[config.mk]
export PLATFORM = sky130hd
export DESIGN_NAME = flash_cmd_decoder
export DESIGN_NICKNAME = d
export VERILOG_FILES = /design/src/rtl/fcd_pkg.sv /design/src/rtl/fcd_quad_chk.sv /design/src/rtl/fcd_read_mux.sv /design/src/rtl/fcd_seq_fsm.sv /design/src/rtl/flash_cmd_decoder.sv
export SDC_FILE = /design/constraint.sdc
export NUM_CORES = 1
export LEC_CHECK = 0
export BUFFER_PORTS_ARGS = -buffer_cell sky130_fd_sc_hd__buf_4
export CAP_MARGIN = 40
export CORE_UTILIZATION = 35
export DETAILED_ROUTE_END_ITERATION = 8
export RECOVER_POWER = 25
export SYNTH_ARGS = -nofsm -noshare
export SYNTH_HDL_FRONTEND = slang
export SYNTH_HIERARCHICAL = 1
export SYNTH_SLANG_ARGS = --single-unit
[constraint.sdc]
create_clock -name clk_i -period 3.6 [get_ports clk_i]
set_input_delay 0.18 -clock clk_i [delete_from_list [all_inputs] [get_ports clk_i]]
set_output_delay 0.18 -clock clk_i [all_outputs]
set_load 0.02 [all_outputs]
[src/rtl/fcd_pkg.sv]
package fcd_pkg;
  typedef enum logic [1:0] {RD_ARRAY = 2'd0, RD_STATUS = 2'd1, RD_SIGN = 2'd2} rd_src_e;
  typedef enum logic [2:0] {
    OP_NONE = 3'd0, OP_PROG = 3'd1, OP_BLK_ERASE = 3'd2, OP_CHIP_ERASE = 3'd3, OP_QUAD = 3'd4
  } op_e;
  typedef enum logic [2:0] {S_IDLE, S_PROG, S_BERASE, S_CERASE, S_QUAD} seq_e;

  localparam logic [7:0] C_RD_ARRAY = 8'hFF;
  localparam logic [7:0] C_RD_STAT  = 8'h70;
  localparam logic [7:0] C_RD_SIG_A = 8'h90;
  localparam logic [7:0] C_RD_SIG_B = 8'h98;
  localparam logic [7:0] C_PROG_A   = 8'h40;
  localparam logic [7:0] C_PROG_B   = 8'h10;
  localparam logic [7:0] C_QUAD     = 8'h30;
  localparam logic [7:0] C_CERASE   = 8'h80;
  localparam logic [7:0] C_CE_CONF  = 8'h10;
  localparam logic [7:0] C_BERASE   = 8'h20;
  localparam logic [7:0] C_CONFIRM  = 8'hD0;
  localparam logic [7:0] C_CLR_STAT = 8'h50;
  localparam logic [7:0] C_SUSPEND  = 8'hB0;
endpackage

[src/rtl/fcd_quad_chk.sv]
module fcd_quad_chk #(
  parameter int AW = 20
) (
  input  logic [AW-1:0] addr_i,
  input  logic [1:0]    idx_i,
  input  logic [AW-3:0] base_i,
  output logic          ok_o
);
  // first write fixes the group; later writes must stay in it at the next lane
  always_comb begin
    ok_o = (addr_i[1:0] == idx_i);
    if (idx_i != 2'd0 && addr_i[AW-1:2] != base_i) ok_o = 1'b0;
  end
endmodule

[src/rtl/fcd_read_mux.sv]
module fcd_read_mux
  import fcd_pkg::*;
#(
  parameter logic [7:0] MFR_CODE = 8'hA5,
  parameter logic [7:0] DEV_CODE = 8'h5A
) (
  input  rd_src_e    sel_i,
  input  logic [7:0] arr_data_i,
  input  logic [7:0] stat_data_i,
  input  logic       sig_idx_i,
  output logic [7:0] data_o
);
  always_comb begin
    unique case (sel_i)
      RD_STATUS: data_o = stat_data_i;
      RD_SIGN:   data_o = sig_idx_i ? DEV_CODE : MFR_CODE;
      default:   data_o = arr_data_i;
    endcase
  end
endmodule

[src/rtl/fcd_seq_fsm.sv]
module fcd_seq_fsm
  import fcd_pkg::*;
#(
  parameter int AW = 20,
  localparam int OW = 32
) (
  input  logic          clk_i,
  input  logic          rst_ni,
  input  logic          wr_en_i,
  input  logic [AW-1:0] wr_addr_i,
  input  logic [7:0]    wr_data_i,
  input  logic          mux_mode_i,
  input  logic          busy_i,
  output rd_src_e       rd_sel_o,
  output logic          start_o,
  output op_e           op_o,
  output logic [AW-1:0] op_addr_o,
  output logic [OW-1:0] op_data_o,
  output logic          suspend_o,
  output logic          resume_o,
  output logic          clr_status_o,
  output logic          seq_err_o
);
  seq_e          state_q;
  rd_src_e       rd_q;
  logic          susp_q;
  logic [1:0]    qidx_q;
  logic          qerr_q;
  logic [AW-3:0] qbase_q;
  logic [OW-1:0] qbuf_q, quad_word;
  logic          quad_ok, quad_bad;

  fcd_quad_chk #(.AW(AW)) u_qchk (
    .addr_i(wr_addr_i), .idx_i(qidx_q), .base_i(qbase_q), .ok_o(quad_ok)
  );

  always_comb begin
    quad_word = qbuf_q;
    quad_word[8*qidx_q +: 8] = wr_data_i;
  end
  assign quad_bad = qerr_q | ~quad_ok;

  always_ff @(posedge clk_i or negedge rst_ni) begin
    if (!rst_ni) begin
      state_q <= S_IDLE;  rd_q <= RD_ARRAY;  susp_q <= 1'b0;
      qidx_q <= '0;  qerr_q <= 1'b0;  qbase_q <= '0;  qbuf_q <= '0;
      start_o <= 1'b0;  op_o <= OP_NONE;  op_addr_o <= '0;  op_data_o <= '0;
      suspend_o <= 1'b0;  resume_o <= 1'b0;  clr_status_o <= 1'b0;  seq_err_o <= 1'b0;
    end else begin
      start_o <= 1'b0;  suspend_o <= 1'b0;  resume_o <= 1'b0;  clr_status_o <= 1'b0;
      if (wr_en_i) begin
        unique case (state_q)
          S_IDLE: begin
            if (rd_q == RD_SIGN) begin
              if (wr_data_i == C_RD_ARRAY) rd_q <= RD_ARRAY;
            end else if (busy_i) begin
              if (wr_data_i == C_RD_STAT) rd_q <= RD_STATUS;
              if (wr_data_i == C_SUSPEND) begin
                suspend_o <= 1'b1;
                susp_q    <= 1'b1;
              end
            end else begin
              unique case (wr_data_i)
                C_RD_ARRAY:             rd_q <= RD_ARRAY;
                C_RD_STAT:              rd_q <= RD_STATUS;
                C_RD_SIG_A, C_RD_SIG_B: rd_q <= RD_SIGN;
                C_CLR_STAT: begin
                  clr_status_o <= 1'b1;
                  seq_err_o    <= 1'b0;
                end
                C_PROG_A, C_PROG_B: state_q <= S_PROG;
                C_BERASE: if (!susp_q) state_q <= S_BERASE;
                C_CERASE: if (!susp_q && mux_mode_i) state_q <= S_CERASE;
                C_QUAD: if (!susp_q && mux_mode_i) begin
                  state_q <= S_QUAD;
                  qidx_q  <= '0;
                  qerr_q  <= 1'b0;
                end
                C_CONFIRM: if (susp_q) begin
                  resume_o <= 1'b1;
                  susp_q   <= 1'b0;
                  rd_q     <= RD_STATUS;
                end
                default: ;
              endcase
            end
          end
          S_PROG: begin
            start_o   <= 1'b1;  op_o <= OP_PROG;
            op_addr_o <= wr_addr_i;
            op_data_o <= {{(OW-8){1'b0}}, wr_data_i};
            rd_q      <= RD_STATUS;
            state_q   <= S_IDLE;
          end
          S_BERASE: begin
            if (wr_data_i == C_CONFIRM) begin
              start_o   <= 1'b1;  op_o <= OP_BLK_ERASE;
              op_addr_o <= wr_addr_i;  op_data_o <= '0;
              rd_q      <= RD_STATUS;
            end
            state_q <= S_IDLE;
          end
          S_CERASE: begin
            if (wr_data_i == C_CE_CONF) begin
              start_o   <= 1'b1;  op_o <= OP_CHIP_ERASE;
              op_addr_o <= '0;  op_data_o <= '0;
              rd_q      <= RD_STATUS;
            end
            state_q <= S_IDLE;
          end
          S_QUAD: begin
            qbuf_q <= quad_word;
            qerr_q <= quad_bad;
            if (qidx_q == 2'd0) qbase_q <= wr_addr_i[AW-1:2];
            if (qidx_q == 2'd3) begin
              state_q <= S_IDLE;
              if (quad_bad) begin
                seq_err_o <= 1'b1;
              end else begin
                start_o   <= 1'b1;  op_o <= OP_QUAD;
                op_addr_o <= {qbase_q, 2'b00};
                op_data_o <= quad_word;
                rd_q      <= RD_STATUS;
              end
            end else begin
              qidx_q <= qidx_q + 2'd1;
            end
          end
          default: state_q <= S_IDLE;
        endcase
      end
    end
  end

  assign rd_sel_o = rd_q;

  AST_START_ON_WRITE: assert property (@(posedge clk_i) disable iff (!rst_ni)
    start_o |-> $past(wr_en_i));
  AST_START_READS_STATUS: assert property (@(posedge clk_i) disable iff (!rst_ni)
    start_o |-> rd_q == RD_STATUS);
  AST_SIGN_STICKY: assert property (@(posedge clk_i) disable iff (!rst_ni)
    (rd_q == RD_SIGN && !(wr_en_i && wr_data_i == C_RD_ARRAY)) |=> rd_q == RD_SIGN);
  AST_QUAD_ALIGNED: assert property (@(posedge clk_i) disable iff (!rst_ni)
    (start_o && op_o == OP_QUAD) |-> op_addr_o[1:0] == 2'b00);
  AST_ERR_FROM_WRITE: assert property (@(posedge clk_i) disable iff (!rst_ni)
    $rose(seq_err_o) |-> $past(wr_en_i) && !start_o);
  AST_RESUME_AFTER_SUSP: assert property (@(posedge clk_i) disable iff (!rst_ni)
    resume_o |-> $past(susp_q) && !susp_q);
  AST_SUSPEND_BUSY: assert property (@(posedge clk_i) disable iff (!rst_ni)
    suspend_o |-> $past(busy_i));
endmodule

[src/rtl/flash_cmd_decoder.sv]
module flash_cmd_decoder
  import fcd_pkg::*;
#(
  parameter int         AW       = 20,
  parameter logic [7:0] MFR_CODE = 8'hA5,
  parameter logic [7:0] DEV_CODE = 8'h5A
) (
  input  logic          clk_i,
  input  logic          rst_ni,
  input  logic          wr_en_i,
  input  logic [AW-1:0] wr_addr_i,
  input  logic [7:0]    wr_data_i,
  input  logic          mux_mode_i,
  input  logic          busy_i,
  input  logic [7:0]    arr_data_i,
  input  logic [7:0]    stat_data_i,
  input  logic          sig_idx_i,
  output logic [1:0]    rd_sel_o,
  output logic [7:0]    rd_data_o,
  output logic          start_o,
  output logic [2:0]    op_o,
  output logic [AW-1:0] op_addr_o,
  output logic [31:0]   op_data_o,
  output logic          suspend_o,
  output logic          resume_o,
  output logic          clr_status_o,
  output logic          seq_err_o
);
  rd_src_e rd_sel;
  op_e     op;

  fcd_seq_fsm #(.AW(AW)) u_fsm (
    .clk_i, .rst_ni, .wr_en_i, .wr_addr_i, .wr_data_i, .mux_mode_i, .busy_i,
    .rd_sel_o(rd_sel), .start_o, .op_o(op), .op_addr_o, .op_data_o,
    .suspend_o, .resume_o, .clr_status_o, .seq_err_o
  );

  fcd_read_mux #(.MFR_CODE(MFR_CODE), .DEV_CODE(DEV_CODE)) u_rmux (
    .sel_i(rd_sel), .arr_data_i, .stat_data_i, .sig_idx_i, .data_o(rd_data_o)
  );

  assign rd_sel_o = rd_sel;
  assign op_o     = op;
endmodule

After elaboration in Yosys (flattened, before gate mapping)
Index checks and enable logic that the tools add are counted.
{ "totals": {"word_cells": 164, "inputBits": 50, "ff_bits": 119, "out_inout_bits": 70} }
{ "classes": {"bitwise_logic": 3, "mux": 80, "n_shift": 2, "eq_ne": 41, "addsub": 2, "reduce_logical": 21} }
{ "ops": {"columns": ["operator", "n"], "rows": [
  ["$mux 32", 4],
  ["$pmux 32 s4", 1],
  ["$mux 20", 4],
  ["$pmux 20 s4", 1],
  ["$eq 8x8->1 const B", 6],
  ["$mux 1", 34],
  ["$neg 5->34", 1],
  ["$shift 8x34->32 const A", 1],
  ["$shiftx 8x34->32", 1],
  ["$bwmux 32", 1],
  ["$mux 3", 10],
  ["$mux 2", 14],
  ["$eq 8x7->1 const B", 3],
  ["$pmux 3 s4", 2],
  ["$ne 18x18->1", 1],
  ["$eq 8x6->1 const B", 2],
  ["$pmux 8 s2", 1],
  ["$reduce_and 7->1", 2],
  ["$ne 2x1->1 const B", 6],
  ["$ne 2x2->1 const B", 6],
  ["$reduce_and 6->1", 2],
  ["$pmux 2 s5", 1],
  ["$reduce_and 10->1", 1],
  ["$eq 8x5->1 const B", 1],
  ["33 further kinds", 43]
]} }

Depth between registers and ports, before layout
Gate-level depths: netlist (run 1).
{ "depth": {"depth_word": 9, "ltp_mapped": 12, "ltp_nobuf": 10} }

Modules after synthesis
Netlist (run 1), hierarchy kept.
{ "by_module_without_submodules": {"columns": ["module", "seq_area_each_um2", "cells_per_inst", "instances", "area_per_inst_um2"], "rows": [
  ["fcd_seq_fsm", 2977.9, 503, 1, 5532.8],
  ["fcd_quad_chk", 0.0, 29, 1, 236.5],
  ["fcd_read_mux", 0.0, 32, 1, 210.2]
]} }

Worst setup path before layout (run 1)
OpenSTA, ideal clock, no wires.
{ "synth_path": {"kind": "register to register", "startpoint": "reg u_fsm.qidx_q[0]", "endpoint": "reg u_fsm.op_addr_o[19]", "setup_ns": 0.127, "period_less_slack_ns": 2.751, "path_stages_with_launch": 12, "arrival_time_ns": 2.623, "slack_ns": 0.849, "cell_sequence": "dfrtp_1 -> and4bb_1 -> a31oi_1 -> or4_1 -> o21ai_1 -> nor4bb_1 -> a21oi_1 -> o32ai_4 -> o211ai_4 -> inv_2 -> buf_6 -> mux2_1"} }
{ "synth_via": {"elab_chain_len": 7, "word_cells_on_any_way": 10} }
{ "synth_rtl": {"columns": ["item", "line", "text"], "rows": [
  ["start: declaration", "fcd_seq_fsm.sv:27", "logic [1:0] qidx_q;"],
  ["start signal: assignment", "fcd_seq_fsm.sv:126", "qidx_q <= qidx_q + 2'd1;"],
  ["$reduce_bool 2->1", "fcd_quad_chk.sv:12", "if (idx_i != 2'd0 && addr_i[AW-1:2] != base_i) ok_o = 1'b0;"],
  ["$logic_and 1x1->1", "fcd_quad_chk.sv:12", null],
  ["$mux 1 (*)", "fcd_quad_chk.sv:12", null],
  ["via u_fsm.quad_ok", "fcd_seq_fsm.sv:31", "logic quad_ok, quad_bad;"],
  ["$not 1->1 (*)", "fcd_seq_fsm.sv:41", "assign quad_bad = qerr_q | ~quad_ok;"],
  ["$or 1x1->1 (*)", "fcd_seq_fsm.sv:41", null],
  ["$ne 2x2->1 (no source line) (*)", null, null],
  ["$reduce_and 6->1 (no source line) (*)", null, null],
  ["end signal: assignment", "fcd_seq_fsm.sv:90", "op_addr_o <= wr_addr_i;"],
  ["end signal: assignment", "fcd_seq_fsm.sv:121", "op_addr_o <= {qbase_q, 2'b00};"],
  ["end: declaration", "fcd_seq_fsm.sv:17", "output logic [AW-1:0] op_addr_o,"]
]} }
The timed path passes the listed nets; every way through them passes the cells marked *.
A chain may end at the register's enable or synchronous reset.

Worst setup path after layout (run 1)
{ "layout_path": {"startpoint": "reg u_fsm.qidx_q[0]", "endpoint": "reg u_fsm.op_addr_o[12]"} }
Same word-level chain as after synthesis.

==> results of run 1 <==
## sequential cells by signal (all words and copies together), names as in the netlist
| signal | count |
|---|---|
| u_fsm/qerr_q | 1 |
| u_fsm/op_data_o | 32 |
| u_fsm/susp_q | 1 |
| u_fsm/clr_status_o | 1 |
| u_fsm/start_o | 1 |
| u_fsm/op_o | 3 |
| u_fsm/resume_o | 1 |
| u_fsm/qidx_q | 2 |
| u_fsm/rd_sel_o | 2 |
| u_fsm/qbase_q | 18 |
| u_fsm/suspend_o | 1 |
| u_fsm/op_addr_o | 20 |
| u_fsm/qbuf_q | 32 |
| u_fsm/seq_err_o | 1 |
| u_fsm/state_q | 3 |
## per-layer routing
metal	part of all wire [%]	track usage (%)	wire length [um]	vias up
met4	1.2	7.02	189	0
met1	46	24.6	7240	2361
met2	49	30.1	7690	132
met5	0	0	0	-
li1	-	-	-	2286
met3	4.5	5.29	720	15
## stage by stage
stage / hold WS [ns] / area, sq um / setup WS, ns / cells
2_1_floorplan: -0.116 / 5980 / 0.849 / 564
3_3_place_gp: 0.419 / 7050 / 0.503 / 878
3_5_place_dp: 0.0934 / 7090 / 0.436 / 881
4_1_cts: 0.000214 / 7780 / 0.406 / 919
5_1_grt: 0.00771 / 7750 / 0.197 / 919
6_report: 0.0135 / 7750 / 0.423 / 919
## worst register-to-register path: stages (launching register included)
cell and delay (ns):
dfrtp_1 0.46, and4bb_1 0.28, a31oi_1 0.04, or4_1 0.47
o21ai_1 0.24, nor4bb_1 0.31, a21oi_1 0.14, o32ai_4 0.19
o211ai_4 0.12, inv_2 0.42, mux2_1 0.38
## cells by family (layout without fill, tap and decap cells)
family | count (synthesis) | in the layout
xor+xnor | 22 | 22
fa+ha+maj | 7 | 7
buf+inv | 57 | 192
flops | 119 | 119
compound gates | 161 | 161
mux | 41 | 41
simple gates | 157 | 157
## area by class of cell
type                       instances  area, sq um  area share [%]
clock buffer                      18          439            5.67
clock inverter                    13          180            2.32
inverter                          23         86.3            1.11
multi-input combinational        388         2750            35.5
sequential                       119         2980            38.4
tap                              220          275            3.55
timing repair buffer             138         1040            13.4
## synthesized netlist by cell type (all sizes together) (5+ instances only)
cell,n
o21ai,23
a22o,27
xnor2,17
nor3,13
a21oi,53
mux2,37
xor2,5
a22oi,13
a31oi,5
dfrtp,119
nand2b,12
ha,7
inv,23
o2bb2ai,24
nor4,6
nor2b,34
buf,11
clkbuf,23
nor2,34
or4,6
nand2,27
## worst max-delay path by stage
stage / start / to / slack (ns) / cells past startpoint
2_1_floorplan: u_fsm/qidx_q[0]$_DFFE_PN0P_ / u_fsm/op_addr_o[19]$_DFFE_PN0P_ / 0.85 / 11
3_3_place_gp: u_fsm/qidx_q[0]$_DFFE_PN0P_ / u_fsm/op_addr_o[13]$_DFFE_PN0P_ / 0.50 / 10
3_5_place_dp: u_fsm/qidx_q[0]$_DFFE_PN0P_ / u_fsm/op_addr_o[15]$_DFFE_PN0P_ / 0.44 / 10
4_1_cts: u_fsm/qidx_q[0]$_DFFE_PN0P_ / u_fsm/op_addr_o[15]$_DFFE_PN0P_ / 0.41 / 10
5_1_grt: u_fsm/qidx_q[0]$_DFFE_PN0P_ / u_fsm/op_addr_o[13]$_DFFE_PN0P_ / 0.20 / 10
6_report: u_fsm/qidx_q[0]$_DFFE_PN0P_ / u_fsm/op_addr_o[12]$_DFFE_PN0P_ / 0.42 / 10
## report_power, final
group,switching (uW),internal [uW],leakage (uW)
clock,611,1170,0.000298
combinational,253,170,0.00183
sequential,21.5,1360,0.00159
==> flow_summary.ini, run 1 <==
[outcome]
status = complete, but fails checks
failed_checks = max-capacitance violations, max-slew violations

[synth]
synth-edff-count = 0
syn_nets = 621
synth-compound-area-share_pct = 19.0
synth_area_leaders = dfrtp_1, mux2_1, a21oi_1, a22o_1, o2bb2ai_1
synth_fa_ha_area_share_pct = 1.46
yosys.area.top_type = dfrtp_1
syn_area_sq_um = 5980
synth_top_family_by_area = compound AO/OA/AOI/OAI gates
synthArstFlopShare_pct = 100
yosysUniqueCellTypes = 60
yosys_warnings = 6
ys_seq_area_share_pct = 49.8
postSynthAreaPerCell_sq_um = 10.6
synth_flop_cell = dfrtp_1
yosysTopAreaCellShare_pct = 49.8
syn_inst = 564
synth-xor-area-share_pct = 3.22
ys_ff_latch = 119
synthMuxAreaShare_pct = 7.64
synth_simple_gate_area_share_pct = 14.7

[critical_path]
critical_path.max_stage_delay_ns = 0.47
cp_max_fo = 21
path_buf_inv = 1
cp_data_required_time_ns = 3.89
cp_slowest_cell = or4_1
rr_worst_depth = 10
path_class = reg -> reg
path_delay_family = simple AND/OR/NAND/NOR gates
crit_arrival_ns = 3.47
reg2reg_to = u_fsm/op_addr_o[12]$_DFFE_PN0P_
regToRegSetupSlack_ns = 0.42
r2r-start = u_fsm/qidx_q[0]$_DFFE_PN0P_
end_kind = flip-flop
path_cells = and4bb_1, a31oi_1, or4_1, o21ai_1, nor4bb_1, a21oi_1, o32ai_4, o211ai_4, inv_2, mux2_1
startpoint_type = flip-flop

[global_routing]
grt_pass1_vias = 4907
grtUsageTotal_pct = 18.9
grt_pass1_wl_um = 26100
grt_max_degree = 63
overflow = 0
antenna_found_initial = 0

[pwr]
peakVddDrop_v = 0.000368
p_leak_uw = 0.00372
powerDensity_nw_per_um2 = 462
power_uw = 3580

[drt]
drt_iter0_drc = 225
ant_nets = 0
finalWirelength_um = 15800
drc = 0
first_pass_iters = 5
drt-wirelength-per-cell_um = 17.2
vias_per_cell = 5.22
vias = 4794

[floorplanning]
die_x_um = 133
start_util_pct = 35.9
die_y_um = 133
core_sq_um = 16600
row_count = 47
dieArea_sq_um = 17600
boundaryPins = 120

[layout]
layout_commonest_cell = buf_4
antennaDiodeCount = 0
area_delta_synth_final_pct = 29.6
fin_nets = 744
final_util_pct = 46.6
nFillCells = 1537
drive_above_1_share_pct = 25.8
mostFrequentLayoutCells = buf_4, dfrtp_1, a21oi_1, nor2_1, mux2_1

[clock_network]
clock_path_buffers = 2
htreeDepth = 4
root_buffer = clkbuf_16
postCtsSetupBuffers = 0
cts_resized = 0
clk_latency_ns = 0.42
hold_buffers = 7
cts_tree = built
clkTransAtPathRegs_ns = 0.05
cts_inserted_buffers = 17
cts.sinks = 119

[timing]
max_freq_mhz = 315
min_period_ns = 3.18
relSlewSlack_pct = -2.59
finalHoldViolations = 0
slew_violations = 63
finalSetupTns_ns = 0
tightest_slew_ns = 1.54
timing.final.crit_share_pct = 88.2
rsz0062_at_grt = no
finalSetupViolCount = 0
fin_skew_ns = 0.00829

[job]
cap_violations = 1

[placed_design]
numPortBuffers = 119
gp_congestion = 0.833
hpwlAfterDp_um = 11200

[min_path]
worstHoldStart = wr_addr_i[19]
min_path_type = in -> reg
hold_end = u_fsm/qbase_q[17]$_DFFE_PN0P_
holdPathStages = 2
Power figures use the tool's default switching activity.
==> inputs of run 2 (changes only) <==
--- a/config.mk
+++ b/config.mk
@@ -5,12 +5,13 @@
 export SDC_FILE = /design/constraint.sdc
 export NUM_CORES = 1
 export LEC_CHECK = 0
+export ABC_AREA = 1
 export BUFFER_PORTS_ARGS = -buffer_cell sky130_fd_sc_hd__buf_4
 export CAP_MARGIN = 40
 export CORE_UTILIZATION = 35
 export DETAILED_ROUTE_END_ITERATION = 8
 export RECOVER_POWER = 25
+export REMOVE_ABC_BUFFERS = 1
 export SYNTH_ARGS = -nofsm -noshare
 export SYNTH_HDL_FRONTEND = slang
-export SYNTH_HIERARCHICAL = 1
 export SYNTH_SLANG_ARGS = --single-unit
==> run 2 against run 1 <==
  * The run now ends clean
  * Die area grew 4.1%
  * Largest power group is now combinational cells
  * Largest cell class unchanged
  * Sequential cell count is the same
  * Utilization shrank 0.91 points
==> flow_summary.ini, run 2 <==
[pwr]
sw_frac_of_total_pct = 35.8
p_switching_uw = 1860
p_leak_uw = 0.00397
p_seq_share_pct = 33.3
powerDensity_nw_per_um2 = 655
peakVddDrop_v = 0.000339
combPwrFrac_pct = 34.1
clkPwrFrac_pct = 32.6
p_int_uw = 3330
power_uw = 5190

[timing]
rsz0062_at_grt = no
slew_violations = 0
relSlewSlack_pct = 7.10
finalHoldViolations = 0
finalSetupTns_ns = 0
fin_ws_ns = 0.811
min_period_ns = 2.79
timing.final.crit_share_pct = 77.5
finalSetupViolCount = 0
max_freq_mhz = 359
fin_skew_ns = 0.00833
tightest_slew_ns = 1.39

[synth]
ys_ff_latch = 119
syn_area_sq_um = 6230
synth_area_leaders = dfrtp_1, nand2_1, o21ai_0, inv_1, o22ai_1
yosys.area.top_type = dfrtp_1
synth-edff-count = 0
yosys_warnings = 0
yosysTopAreaCellShare_pct = 47.8
ys_seq_area_share_pct = 47.8
synthArstFlopShare_pct = 100
synthTopCellsByCount = nand2_1, dfrtp_1, inv_1, o21ai_0, o22ai_1
yosysUniqueCellTypes = 37
syn_inst = 794
synth_flop_cell = dfrtp_1
synth_most_common_cell = nand2_1
postSynthAreaPerCell_sq_um = 7.85

[drt]
finalWirelength_um = 15700
first_pass_iters = 5
drt_iter0_drc = 413
ant_nets = 0
drc = 0
vias = 5578
drt-wirelength-per-cell_um = 13.6
vias_per_cell = 4.85

[critical_path]
cp_max_fo = 44
regToRegSetupSlack_ns = 0.81
path_class = reg -> reg
end_kind = flip-flop
setup.worst_path.start = u_fsm.state_q[1]$_DFFE_PN0P_
startpoint_type = flip-flop
rr_worst_depth = 12
crit_arrival_ns = 3.13
r2r-start = u_fsm.state_q[1]$_DFFE_PN0P_
critPathCapture = u_fsm.op_addr_o[2]$_DFFE_PN0P_
reg2reg_to = u_fsm.op_addr_o[2]$_DFFE_PN0P_
cp_data_required_time_ns = 3.94

[placed_design]
dpl_cell_area_sq_um = 7310
gp_congestion = 0.873
numPortBuffers = 119
hpwlAfterDp_um = 11100
dp_slack_ns = 0.798

[clock_network]
cts_resized = 0
cts.sinks = 119
root_buffer = clkbuf_16
htreeDepth = 4
clk_latency_ns = 0.41
clkTransAtPathRegs_ns = 0.05
cts_tree = built
clock_path_buffers = 2
cts_inserted_buffers = 17

[floorplanning]
die_y_um = 135
die_x_um = 135
row_count = 48
start_util_pct = 35.9
core_sq_um = 17400
boundaryPins = 120
dieArea_sq_um = 18300

[global_routing]
grt_pass1_wl_um = 26500
grt_pass1_vias = 5351
grt_max_degree = 54
grtUsageTotal_pct = 18.5
antenna_found_initial = 0
overflow = 0

[layout]
antennaDiodeCount = 0
layout_commonest_cell = nand2_1
nFillCells = 1723
multiInputGateArea_sq_um = 2680
design_area_sq_um = 7930
drive_above_1_share_pct = 19.9
area_delta_synth_final_pct = 27.2
seq_area_sq_um = 2980
reg_top3 = u_fsm.op_data_o x32, u_fsm.qbuf_q x32, u_fsm.op_addr_o x20
mostFrequentLayoutCells = nand2_1, dfrtp_1, buf_4, inv_1, o21ai_0
fin_nets = 970

[outcome]
status = finished, final reports clean

[min_path]
holdPathStages = 3
min_path_type = in -> reg

[job]
cap_violations = 0
[run 2: cell count changes in the layout (fill, tap and decap cells not counted), sizes merged, moves of 12 or more]
cell	change
o21ai	+88
mux2	-37
inv	+80
o2bb2ai	-24
nor2b	-34
a21oi	-42
nand2b	-12
o22ai	+42
a22o	-27
xnor2	-16
buf	-12
nand2	+239
[run 2: repair_timing]
item,CTS,global route
hold endpoints to repair,43,0
hold buffers,8,0
setup buffers,0,0
[run 2: layer usage]
| layer | up-vias | track usage (%) | share of wire [%] |
|---|---|---|---|
| met5 | - | 0 | 0 |
| met4 | 0 | 6.49 | 1.7 |
| li1 | 2798 | - | - |
| met3 | 22 | 3.44 | 4.7 |
| met2 | 159 | 29.6 | 48 |
| met1 | 2599 | 24.9 | 45 |
[run 2: area by class of cell]
cell class	count	area share, %
multi-input combinational	537	33.8
timing repair buffer	133	12.8
clock inverter	9	1.58
clock buffer	23	5.78
inverter	104	4.96
sequential	119	37.6
tap	225	3.55
[run 2: critical path, stage by stage, from the launching register on]
cell and delay (ns):
dfrtp_1 0.41, nor2_2 0.22, nand2_4 0.24, inv_4 0.40
nor2_8 0.10, inv_2 0.06, or2_4 0.11, nand4_1 0.08
nor2_1 0.18, nand2_4 0.31, inv_2 0.40, nand2_1 0.11
nand2_1 0.07
[run 2: cell families after synthesis]
group / Yosys count / share of synthesized area [%]
AND/OR/NAND/NOR: 339 / 22.1
adder cells (fa/ha/maj): 8 / 1.61
buffers and inverters: 138 / 9.54
AO/OA/AOI/OAI: 181 / 17.7
flip-flops: 119 / 47.8
XOR/XNOR: 9 / 1.27
[run 2: worst min path at each step]
stage | start | to | slack [ns]
2_1_floorplan | rst_ni | u_fsm.clr_status_o$_DFF_PN0_ | -0.12
3_3_place_gp | rst_ni | u_fsm.qbase_q[6]$_DFFE_PN0P_ | 0.39
3_5_place_dp | rst_ni | u_fsm.qbase_q[5]$_DFFE_PN0P_ | 0.09
4_1_cts | wr_addr_i[8] | u_fsm.qbase_q[6]$_DFFE_PN0P_ | 0.0007
5_1_grt | wr_addr_i[10] | u_fsm.qbase_q[8]$_DFFE_PN0P_ | 0.01
6_report | wr_addr_i[2] | u_fsm.qbase_q[0]$_DFFE_PN0P_ | 0.01
[run 2: through the flow]
step / std cells / hold WS (ns) / util, %
after global routing: 1150 / 0.0122 / 45.7
after CTS: 1150 / 0.000703 / 45.9
after global placement: 1109 / 0.393 / 42.0
final: 1150 / 0.0131 / 45.7
after floorplan: 760 / -0.116 / -
after detailed placement: 1110 / 0.0885 / 42.1
[run 2: power groups by stage]
stage | Combinational (uW) | Sequential, uW | Clock, uW
after floorplan | 917 | 1910 | 0
after CTS | 1790 | 1730 | 1720
after detailed placement | 1780 | 1750 | 0
final | 1770 | 1730 | 1690
after global placement | 1760 | 1750 | 0
after global routing | 1970 | 1750 | 1780
